===== src/rtl/wpg_pkg.sv =====
package wpg_pkg;

    localparam int ADDR_W      = 16;
    localparam int DATA_W      = 32;
    localparam int KEY_W       = 24;
    localparam logic [KEY_W-1:0] WP_KEY = 24'h3C96A5;

    localparam int NUM_CH      = 8;
    localparam int REGS_PER_CH = 8;
    localparam int CH_STRIDE   = 8;
    localparam logic [31:0] OFF_CH_BASE = 32'h10;

    localparam logic [ADDR_W-1:0] OFF_GCFG = 16'h00;
    localparam logic [ADDR_W-1:0] OFF_GEN  = 16'h01;
    localparam logic [ADDR_W-1:0] OFF_MODE = 16'h70;
    localparam logic [ADDR_W-1:0] OFF_STAT = 16'h71;

    typedef enum logic [1:0] {
        CLS_OPEN = 2'd0,
        CLS_PROT = 2'd1,
        CLS_MODE = 2'd2,
        CLS_STAT = 2'd3
    } reg_cls_e;

    typedef struct packed {
        logic              en;
        logic [ADDR_W-1:0] off;
        logic [DATA_W-1:0] data;
    } wr_req_t;

    typedef struct packed {
        logic              flag;
        logic [ADDR_W-1:0] src;
    } wp_stat_t;

    function automatic logic key_ok(input logic [KEY_W-1:0] k);
        return k == WP_KEY;
    endfunction

endpackage


===== src/rtl/wpg_decode.sv =====
module wpg_decode
    import wpg_pkg::*;
(
    input  logic [ADDR_W-1:0] off,
    output reg_cls_e          cls
);
    logic [NUM_CH-1:0] ch_hit;
    logic [31:0]       off_w;

    assign off_w = 32'(off);

    for (genvar c = 0; c < NUM_CH; c++) begin : g_ch
        localparam logic [31:0] LO = OFF_CH_BASE + 32'(c * CH_STRIDE);
        localparam logic [31:0] HI = LO + 32'(REGS_PER_CH);
        assign ch_hit[c] = (off_w >= LO) && (off_w < HI);
    end

    always_comb begin
        if (off == OFF_GCFG || off == OFF_GEN || (|ch_hit))
            cls = CLS_PROT;
        else if (off == OFF_MODE)
            cls = CLS_MODE;
        else if (off == OFF_STAT)
            cls = CLS_STAT;
        else
            cls = CLS_OPEN;
    end
endmodule


===== src/rtl/wpg_mode_reg.sv =====
module wpg_mode_reg
    import wpg_pkg::*;
(
    input  logic             clk,
    input  logic             rst,
    input  logic             wr_en,
    input  reg_cls_e         cls,
    input  logic [KEY_W-1:0] key_in,
    input  logic             en_in,
    output logic             prot_on,
    output logic             keyed_wr
);
    assign keyed_wr = wr_en && (cls == CLS_MODE) && key_ok(key_in);

    always_ff @(posedge clk) begin
        if (rst)
            prot_on <= 1'b0;
        else if (keyed_wr)
            prot_on <= en_in;
    end

    AST_WRONG_KEY_HOLD: assert property (@(posedge clk) disable iff (rst)
        (wr_en && cls == CLS_MODE && !key_ok(key_in)) |=> $stable(prot_on));
endmodule


===== src/rtl/wpg_status.sv =====
module wpg_status
    import wpg_pkg::*;
(
    input  logic              clk,
    input  logic              rst,
    input  logic              block,
    input  logic [ADDR_W-1:0] blk_off,
    input  logic              clr,
    output wp_stat_t          stat
);
    always_ff @(posedge clk) begin
        if (rst) begin
            stat <= '0;
        end else if (block) begin
            stat.flag <= 1'b1;
            stat.src  <= blk_off;
        end else if (clr) begin
            stat.flag <= 1'b0;
        end
    end

    AST_FLAG_SETS: assert property (@(posedge clk) disable iff (rst)
        block |=> stat.flag);
    AST_SRC_CAPTURE: assert property (@(posedge clk) disable iff (rst)
        block |=> stat.src == $past(blk_off));
    AST_FLAG_STICKY: assert property (@(posedge clk) disable iff (rst)
        (stat.flag && !clr) |=> stat.flag);
    AST_CLEAR_KEEPS_SRC: assert property (@(posedge clk) disable iff (rst)
        (clr && !block) |=> (!stat.flag && $stable(stat.src)));
endmodule


===== src/rtl/wpg_guard.sv =====
module wpg_guard
    import wpg_pkg::*;
(
    input  logic        clk,
    input  logic        rst,
    input  logic        wr_en,
    input  logic [15:0] wr_off,
    input  logic [31:0] wr_data,
    output logic        wr_allow,
    output logic        prot_on,
    output logic        viol_flag,
    output logic [15:0] viol_src
);
    wr_req_t  req;
    reg_cls_e cls;
    logic     keyed_wr;
    logic     blocked;
    wp_stat_t stat;
    logic     unused_mode_bits;

    assign req = '{en: wr_en, off: wr_off, data: wr_data};
    assign unused_mode_bits = ^req.data[DATA_W-KEY_W-1:1];

    wpg_decode u_decode (
        .off (req.off),
        .cls (cls)
    );

    wpg_mode_reg u_mode (
        .clk      (clk),
        .rst      (rst),
        .wr_en    (req.en),
        .cls      (cls),
        .key_in   (req.data[DATA_W-1 -: KEY_W]),
        .en_in    (req.data[0]),
        .prot_on  (prot_on),
        .keyed_wr (keyed_wr)
    );

    assign blocked  = req.en && (cls == CLS_PROT) && prot_on;
    assign wr_allow = req.en && !blocked;

    wpg_status u_status (
        .clk     (clk),
        .rst     (rst),
        .block   (blocked),
        .blk_off (req.off),
        .clr     (keyed_wr),
        .stat    (stat)
    );

    assign viol_flag = stat.flag;
    assign viol_src  = stat.src;

    AST_PROT_REFUSES: assert property (@(posedge clk) disable iff (rst)
        (wr_en && prot_on && cls == CLS_PROT) |-> !wr_allow);
    AST_OFF_PASSES: assert property (@(posedge clk) disable iff (rst)
        (wr_en && !prot_on) |-> wr_allow);
    AST_OPEN_NO_STATUS: assert property (@(posedge clk) disable iff (rst)
        (wr_en && (cls == CLS_OPEN || cls == CLS_STAT)) |=> ($stable(viol_flag) && $stable(viol_src)));
    AST_GLOBAL_GUARDED: assert property (@(posedge clk) disable iff (rst)
        (wr_en && prot_on && wr_off <= 16'h01) |-> !wr_allow);
    AST_BAD_KEY_NO_STATUS: assert property (@(posedge clk) disable iff (rst)
        (wr_en && wr_off == OFF_MODE && wr_data[31:8] != WP_KEY)
            |=> ($stable(viol_flag) && $stable(viol_src)));
endmodule


===== config.mk =====
export PLATFORM = sky130hd
export DESIGN_NAME = wpg_guard
export DESIGN_NICKNAME = d
export VERILOG_FILES = /design/src/rtl/wpg_pkg.sv /design/src/rtl/wpg_decode.sv /design/src/rtl/wpg_mode_reg.sv /design/src/rtl/wpg_status.sv /design/src/rtl/wpg_guard.sv
export SDC_FILE = /design/constraint.sdc
export NUM_CORES = 1
export LEC_CHECK = 0
export ABC_CLOCK_PERIOD_IN_PS = 2200
export BUFFER_PORTS_ARGS = -buffer_cell sky130_fd_sc_hd__buf_2
export CORE_UTILIZATION = 41
export DETAILED_ROUTE_END_ITERATION = 6
export PLACE_DENSITY = 0.84
export SYNTH_ARGS = -nofsm -noshare
export SYNTH_HDL_FRONTEND = slang
export SYNTH_SLANG_ARGS = --single-unit

===== constraint.sdc =====
create_clock -name clk -period 2.2 [get_ports clk]
set_clock_uncertainty 0.2 [all_clocks]
set_input_delay 0.11 -clock clk [delete_from_list [all_inputs] [get_ports clk]]
set_output_delay 0.11 -clock clk [all_outputs]
set_load 0.01 [all_outputs]

-- Word-level counts from Yosys, hierarchy flattened
Index checks and enable logic that the tools add are counted.
Widths: inputs -> output; s select.
- memory bits (writable): 0
- ROM bits: 0
- memories: 0
- input port bits: 51
- bits in latches: 0
- bits in registers: 18
- $add $sub $neg: 0
- eq/ne operators: 6
- reductions and logical operators: 19
- shift-type cells: 0
- divide/modulo/power cells: 0
- bitwise logic cells: 0
- multipliers: 0
- order comparisons: 16
- multiplexer cells: 5
- operators with widths (operator ; count):
    $ge 16x6->1 const B ; 4
    $lt 16x6->1 const B ; 4
    $lt 16x7->1 const B ; 3
    $eq 16x7->1 const B ; 2
    $ge 16x5->1 const B ; 2
    $ge 16x7->1 const B ; 2
    $eq 24x22->1 const B ; 1
    $eq 16x1->1 const B ; 1
    $logic_not 16->1 ; 1
    $lt 16x5->1 const B ; 1
    $logic_and 1x1->1 ; 13
    $reduce_or 8->1 ; 1
    $mux 2 ; 3
    $eq 2x1->1 const B ; 1
    $eq 2x2->1 const B ; 1
    $logic_or 1x1->1 ; 2
    $mux 1 ; 2
    $reduce_bool 2->1 ; 1
    $logic_not 1->1 ; 1

-- Logic depth before layout (Yosys ltp)
Gate-level depths: netlist of run 1.
- word-level depth: 10
- gate-level depth with buffers: 5

-- Hierarchy
A second synthesis of run 1 with hierarchy kept.
- cell total of the unflattened synthesis: 87
- area total of the unflattened synthesis: 843.3 µm²
- modules (own cells, without submodules) (module ; area each (µm²) ; instances ; cells an instance):
    wpg_status ; 616.8 ; 1 ; 56
    wpg_mode_reg ; 137.6 ; 1 ; 14
    wpg_decode ; 66.3 ; 1 ; 13
    wpg_guard ; 22.5 ; 1 ; 4

-- Least setup slack after synthesis of run 1
No wires, ideal clock.
- path kind: input to output
- start point: in wr_off[4]
- end point: out wr_allow
- slack: 0.807 ns
- cell stages on the path: 4
- arrival: 1.083 ns
- path through: or3_4 o211ai_4 nor2_8 nor2b_1
- word-level cells in the longest chain between the ends: 10
- elaborated cells on any way between the ends: 39
- RTL lines (what ; line ; text):
    start, declared ; wpg_guard.sv:7 ; input logic [15:0] wr_off,
    $ge 16x5->1 (tied with other cells) ; wpg_decode.sv:15 ; assign ch_hit[c] = (off_w >= LO) && (off_w < HI);
    $logic_and 1x1->1 ; wpg_decode.sv:15 ;
    $reduce_or 8->1 ; wpg_decode.sv:19 ; if (off == OFF_GCFG || off == OFF_GEN || (|ch_hit))
    $logic_or 1x1->1 ; wpg_decode.sv:19 ;
    $mux 2 (*) ; wpg_decode.sv:19 ;
    $eq 2x1->1 (*) ; wpg_guard.sv:40 ; assign blocked = req.en && (cls == CLS_PROT) && prot_on;
    $logic_and 1x1->1 (*) (2 in a row) ; wpg_guard.sv:40 ;
    $logic_not 1->1 (*) ; wpg_guard.sv:41 ; assign wr_allow = req.en && !blocked;
    $logic_and 1x1->1 (*) ; wpg_guard.sv:41 ;
    end, declared ; wpg_guard.sv:9 ; output logic wr_allow,
Mark *: on every way between the ends. The rest lies on a longest branch, timed or not.

-- Final worst setup path of run 1
Same ends and word-level chain as after synthesis.

==> flow_summary_export.csv, run 1 <==
group,metric,value,unit
run_status,status,"finished, final reports clean",
sta,fin_crit,2.14,ns
synth,ys_ff_latch,18,
clocking,htree_levels,1,
drt,drt-initial-drc-count,9,
sta,tns,0,ns
critical_path,crit_chain,"dlygate4sd3_1 > buf_2 > or3_4 > o211ai_4 > nor2_8 > nor2b_1 > buf_2",
drt,drt-pass1-iter-count,4,
sta,clock.fmax,0.468,GHz
synth,synth.top_cells.by_area,"dfxtp_1, nor3b_2, nor4bb_1",
critical_path,path_depth,7,
sta,fin_crit_sh,97.2,%
synth,syn_area,870,um2
synth,ys_seq_area_share,41.4,%
worst_hold_path,hp-start,"wr_data[16]",
critical_path,ff2ff_setup_slack,0.73,ns
synth,synthesis.nets,131,
synth,synth_top_cell_by_area,"dfxtp_1",
global_route,grt.total_usage,19.8,%
synth,synthDistinctLibCells,26,
power_and_ir_drop,leakage,0.638,nW
global_route,grt_max_degree,21,
critical_path,cp.required,1.89,ns
critical_path,crit_path_max_fanout,6,
drt,wl,2130,um
cells_and_area,final_cell_mix,"buf_2, dfxtp_1, nor3b_2",
clocking,cts.sinks,18,
global_route,grt_overflow,0,
drt,vias,920,
power_and_ir_drop,power_density,420,nW/um2
clocking,cts_made_buffers,3,
critical_path,crit_path_end_kind,"primary output",
critical_path,path_delay_family,"buffers and inverters",
drt,viasPerCell,5.08,
floorplan,initial_core_util,43.9,%
cells_and_area,final_area,1330,um2
cells_and_area,fin_nets,207,
critical_path,critical_path_buf_inv_count,3,
run,cap_viol_max_count,0,
clocking,cts_tree,"built",
critical_path,reg2reg_to,"u_status.stat[3]",
sta,finalHoldViolCount,0,
power_and_ir_drop,peakVddDrop,0.251,mV
critical_path,rr_worst_depth,4,
worst_hold_path,min_path_type,"input pin to flip-flop",
floorplan,num_io_pins,70,
synth,yosysWarnings,0,
clocking,cts.repair.resized,0,
sta,rsz0062_at_grt,"false",
clocking,clockBufferDepth,2,
floorplan,die_x,48.1,um
critical_path,r2r_start,"u_mode.prot_on",
cells_and_area,n_antenna_cell,0,
floorplan,row_count,16,
synth,synth_top_cell_area_share,41.4,%
clocking,cts-root-buf,"clkbuf_4",
sta,relSlewSlack,65.4,%
critical_path,cpPeakStageDelay,0.53,ns
clocking,path_clk_slew,0.10,ns
placement,portBuffers,62,
cells_and_area,layout_commonest_cell,"buf_2",
cells_and_area,drive_above_1_share,55.2,%
floorplan,die_h,48.1,um
critical_path,worstPathArrival,1.83,ns
cells_and_area,synthToLayoutAreaGrowth,53.4,%
sta,slew_violations,0,
placement,placed_area,1200,um2
critical_path,cpMostUsedCell,"buf_2",
critical_path,slowest_stage,"dlygate4sd3_1",
critical_path,path_class,"input pin to primary output",
synth,synth.avg_cell_area,10.9,um2
worst_hold_path,hold_end,"u_status.stat[16]",
worst_hold_path,hold_depth,5,
placement,gp_congestion,0.719,
placement,place_hpwl,1600,um
drt,drtAntennaViolNets,0,
sta,finalSetupViolCount,0,
critical_path,crit_path_start_kind,"input pin",
floorplan,fp.coreArea,1980,um2
floorplan,die-area,2310,um2
synth,syn_inst,80,
global_route,grt_first_pass_wirelength,3150,um
drt,routedWlPerCell,11.8,um
sta,tightest_slew,0.515,ns
global_route,antenna_found_initial,0,
global_route,grt_pass1_vias,768,
clocking,clk_latency,0.29,ns
drt,drc_errors,0,
layout make-up:
class                   count  area [um2]
well taps                  27        33.8
clock buffers               3        22.5
repair buffers             74         420
multi-input cells          59         497
fillers                   161         648
flip-flops and latches     18         360
repair_timing:
action	4_1_cts	5_1_grt
setup buffers	0	4
endpoints found under the setup margin	0	1
hold buffers	8	0
endpoints found under the hold margin	8	0
cell usage after synthesis (all sizes together):
cell    instances
dfxtp          18
nor3b           9
o21ai           8
a21oi           7
nand3           6
nand4           4
nor2            4
nor4bb          4
nand2b          3
and4b           2
clkbuf          2
nor2b           2
nor3            2
and4            1
buf             1
mux2i           1
nor4            1
nor4b           1
o211a           1
o211ai          1
o32ai           1
or3             1
kinds of logic after synthesis:
logic type / after synthesis / share of synthesized area, %
AND/OR/NAND/NOR: 40 / 42.7
buffers and inverters: 3 / 1.44
AO/OA/AOI/OAI: 18 / 13.2
flip-flops: 18 / 41.4
multiplexers: 1 / 1.15
power by group:
part           total, mW  leakage (nW)  switching [mW]  internal, mW
Combinational     0.0782         0.479          0.0322        0.0461
Sequential         0.326         0.145               0         0.326
Clock              0.157        0.0138          0.0932        0.0635
worst min-delay path: cells and delay by family:
kind / cells / cell delay, ns
AOI/OAI and AO/OA: 1 / 0.10
buffers and inverters: 1 / 0.07
and+or+nand+nor: 3 / 0.18
per-stage QoR:
step                      cells  power [mW]  setup slack [ns]  utilization, %  hold WS, ns
after floorplan              80       0.356             0.807               -       0.0619
after global placement      166       0.398             0.513            60.6        0.184
after detailed placement    166       0.400             0.501            60.6        0.190
after CTS                   177       0.564           0.00837            65.8       0.0180
after global routing        181       0.591           0.00499            67.3       0.0313
final                       181       0.560            0.0615            67.3       0.0194
how the worst max path moves through the flow:
stage	start	end	slack, ns
after floorplan	wr_off[4]	wr_allow	0.81
after global placement	wr_off[1]	wr_allow	0.51
after detailed placement	wr_off[1]	wr_allow	0.50
after CTS	wr_off[4]	wr_allow	0.008
after global routing	wr_off[4]	wr_allow	0.005
final	wr_off[4]	wr_allow	0.06
layer usage:
metal	track usage (%)	up-vias	part of all wire (%)
met5	0	-	0
met4	6.67	0	0.37
met3	4.15	2	7.9
met2	34.9	48	52
met1	23.8	413	40
li1	-	457	-
state kept, by name, indices dropped and copies added, names as in the netlist:
signal,flops
u_mode.prot_on,1
u_status.stat,17
Note: power is estimated with default switching activity, not from simulation.
==> inputs of run 2 (changes only) <==
CORE_ASPECT_RATIO = 1.5   (was default)
CORE_UTILIZATION = 40   (was 41)
PLACE_DENSITY = 0.83   (was 0.84)
RECOVER_POWER = 100   (was default)
SYNTH_HIERARCHICAL = 1   (was default)
==> run 2 against run 1 <==
Global-route usage increased by 2.4 points. Via count up 3.7%. Die area fell by 0.41%. Setup slack improved by 0.10 ns. Utilization is 2.2 points higher. Synthesized area shrank 3.0%. Count of clock-buffer cells in the layout grew 1. Largest power group unchanged.
==> flow_summary_export.csv, run 2 <==
group,metric,value,unit
run_status,status,"finished, final reports clean",
floorplan,num_io_pins,70,
cells_and_area,fin_nets,223,
placement,placed_area,1160,um2
drt,drtAntennaViolNets,0,
critical_path,cp.required,2.18,ns
floorplan,initial_core_util,42.1,%
clocking,clockBufferDepth,2,
global_route,grt.busiest_layer,"met2",
clocking,cts_made_buffers,3,
placement,place_hpwl,1610,um
drt,vias,954,
power_and_ir_drop,p_int,486,uW
synth,synth_top_cell_area_share,42.7,%
floorplan,row_count,20,
critical_path,path_class,"input pin to flip-flop",
synth,yosysWarnings,6,
critical_path,crit_path_end_kind,"flip-flop",
critical_path,worstPathArrival,2.01,ns
critical_path,cpPeakStageDelay,0.54,ns
sta,fin_crit,2.03,ns
drt,drt-pass1-iter-count,4,
clocking,htree_levels,1,
power_and_ir_drop,p_seq_share,52.7,%
cells_and_area,final_area,1390,um2
global_route,grt_overflow,0,
worst_hold_path,min_path_type,"input pin to flip-flop",
sta,slew_violations,0,
critical_path,slowest_stage,"dlygate4sd3_1",
power_and_ir_drop,power_density,444,nW/um2
synth,synth.top_cells.by_area,"dfxtp_1, mux2i_1, nor2_1",
power_and_ir_drop,p_clk_share,32.4,%
floorplan,die_x,39.5,um
sta,tightest_slew,0.395,ns
clocking,cts_tree,"built",
sta,clock.fmax,0.492,GHz
sta,finalHoldViolCount,0,
sta,tns,0,ns
placement,place_ws,0.00557,ns
critical_path,crit_path_max_fanout,17,
sta,setup_slack,0.166,ns
global_route,grt_first_pass_wirelength,3690,um
power_and_ir_drop,combPwrFrac,14.9,%
synth,ys_ff_latch,18,
power_and_ir_drop,leakage,0.576,nW
synth,synth_edf_count,0,
floorplan,die_h,58.2,um
critical_path,crit_chain,"dlygate4sd3_1 > clkbuf_1 > nor3_1 > nand3_1 > a21oi_1 > and4_1 > buf_12 > mux2i_1 > nor2_1",
power_and_ir_drop,peakVddDrop,0.423,mV
floorplan,fp.coreArea,2000,um2
placement,portBuffers,62,
global_route,grt_pass1_vias,958,
cells_and_area,layout_commonest_cell,"buf_2",
drt,drt-initial-drc-count,7,
sta,rsz0062_at_grt,"false",
clocking,cts.sinks,18,
global_route,grtUsageMet1,20.6,%
power_and_ir_drop,p_sw,132,uW
sta,fin_crit_sh,92.5,%
clocking,clk_latency,0.29,ns
critical_path,crit_path_start_kind,"input pin",
placement,gp_congestion,0.724,
synth,synth.avg_cell_area,9.69,um2
critical_path,r2r_start,"u_mode/prot_on",
sta,relSlewSlack,73.5,%
clocking,postCtsSetupBuffers,0,
synth,synthDistinctLibCells,25,
run,cap_viol_max_count,0,
critical_path,crit_start,"wr_off[7]",
clocking,cts-root-buf,"clkbuf_4",
worst_hold_path,hp-start,"wr_data[31]",
clocking,path_clk_slew,0.10,ns
drt,wl,2500,um
synth,syn_inst,87,
cells_and_area,final_cell_mix,"buf_2, dlygate4sd3_1, clkbuf_1, nor2_1, dfxtp_1",
global_route,grt.total_usage,22.3,%
synth,synth_common_cells,"nor2_1, dfxtp_1, mux2i_1",
cells_and_area,regMostFlops,"u_status/stat",
synth,synth-main-ff-cell,"dfxtp_1",
global_route,grt_max_degree,20,
global_route,gr-usage-met2,45.9,%
sta,finalSetupViolCount,0,
floorplan,die-area,2300,um2
synth,yosysMostFrequentCell,"nor2_1",
synth,syn_area,843,um2
synth,synthesis.nets,138,
cells_and_area,n_antenna_cell,0,
global_route,antenna_found_initial,0,
global_route,met3_usage,1.92,%
cells_and_area,synthToLayoutAreaGrowth,65.0,%
drt,routedWlPerCell,12.9,um
synth,ys_seq_area_share,42.7,%
cells_and_area,reg.largest.list,"u_status/stat: 17 flops, u_mode/prot_on: 1 flops",
cells_and_area,drive_above_1_share,30.4,%
synth,synth_top_cell_by_area,"dfxtp_1",
synth,synthArstFlopShare,0,%
power_and_ir_drop,switching_share,21.3,%
cells_and_area,largest_reg_flops,17,
drt,viasPerCell,4.94,
drt,drc_errors,0,
## run 2: cell count changes in the layout (fill, tap and decap cells not counted), moves of 5 or more
cell / delta
buf_2: -19
clkbuf_1: +19
mux2i_1: +16
nor2_1: +16
dlygate4sd3_1: +13
nor3b_2: -9
o21ai_0: -7
a21oi_1: -5
## run 2: kinds of logic after synthesis
logic type	synth area share, %
simple gates	27.7
flops	42.7
compound gates	3.12
buf+inv	6.23
mux	20.2
## run 2: critical path: cells and delay by family
family | cells | cell delay [ns]
mux | 1 | 0.25
simple gates | 4 | 0.60
buf+inv | 3 | 0.83
compound gates | 1 | 0.22
## run 2: final cells by class
| class | instances | area, um2 |
|---|---|---|
| Sequential cell | 18 | 360 |
| Timing Repair Buffer | 84 | 517 |
| Tap cell | 22 | 27.5 |
| Clock buffer | 4 | 36.3 |
| Fill cell | 172 | 611 |
| Inverter | 3 | 11.3 |
| Multi-Input combinational cell | 62 | 439 |
## run 2: path summary, 6_finish.rpt
| path | endpoint | cells past startpoint | slack (ns) |
|---|---|---|---|
| setup / recovery | u_status/stat[7] | 9 | 0.17 |
| hold / removal | u_mode/prot_on | 4 | 0.07 |
| setup reg to reg | u_status/stat[7] | 4 | 0.75 |
| hold reg to reg | u_status/stat[16] | 2 | 0.29 |
## run 2: routing by layer
metal,share of wire [%],routed length [um]
met5,0,0
met4,0,0
met3,6.2,155
met2,58,1440
met1,36,898
## run 2: repair_timing
item	CTS	global route
hold buffers	21	0
endpoints found under the setup margin	0	2
hold endpoints to repair	17	0
gates resized for setup	0	2
## run 2: power by group through the flow
stage / clock (mW) / sequential, mW / combinational [mW]
CTS: 0.205 / 0.326 / 0.0886
floorplan: 0 / 0.333 / 0.0172
global placement: 0 / 0.333 / 0.0589
finish: 0.200 / 0.326 / 0.0921
detailed placement: 0 / 0.333 / 0.0602
global route: 0.215 / 0.326 / 0.101
## run 2: metrics by stage
step / utilization [%] / std cells / total power [mW] / hold slack [ns]
after global placement: 57.9 / 168 / 0.392 / 0.159
final: 69.5 / 193 / 0.618 / 0.0710
after CTS: 70.3 / 193 / 0.619 / 0.00803
after global routing: 69.5 / 193 / 0.642 / 0.0923
after floorplan: - / 87 / 0.350 / 0.0572
after detailed placement: 57.9 / 168 / 0.393 / 0.175
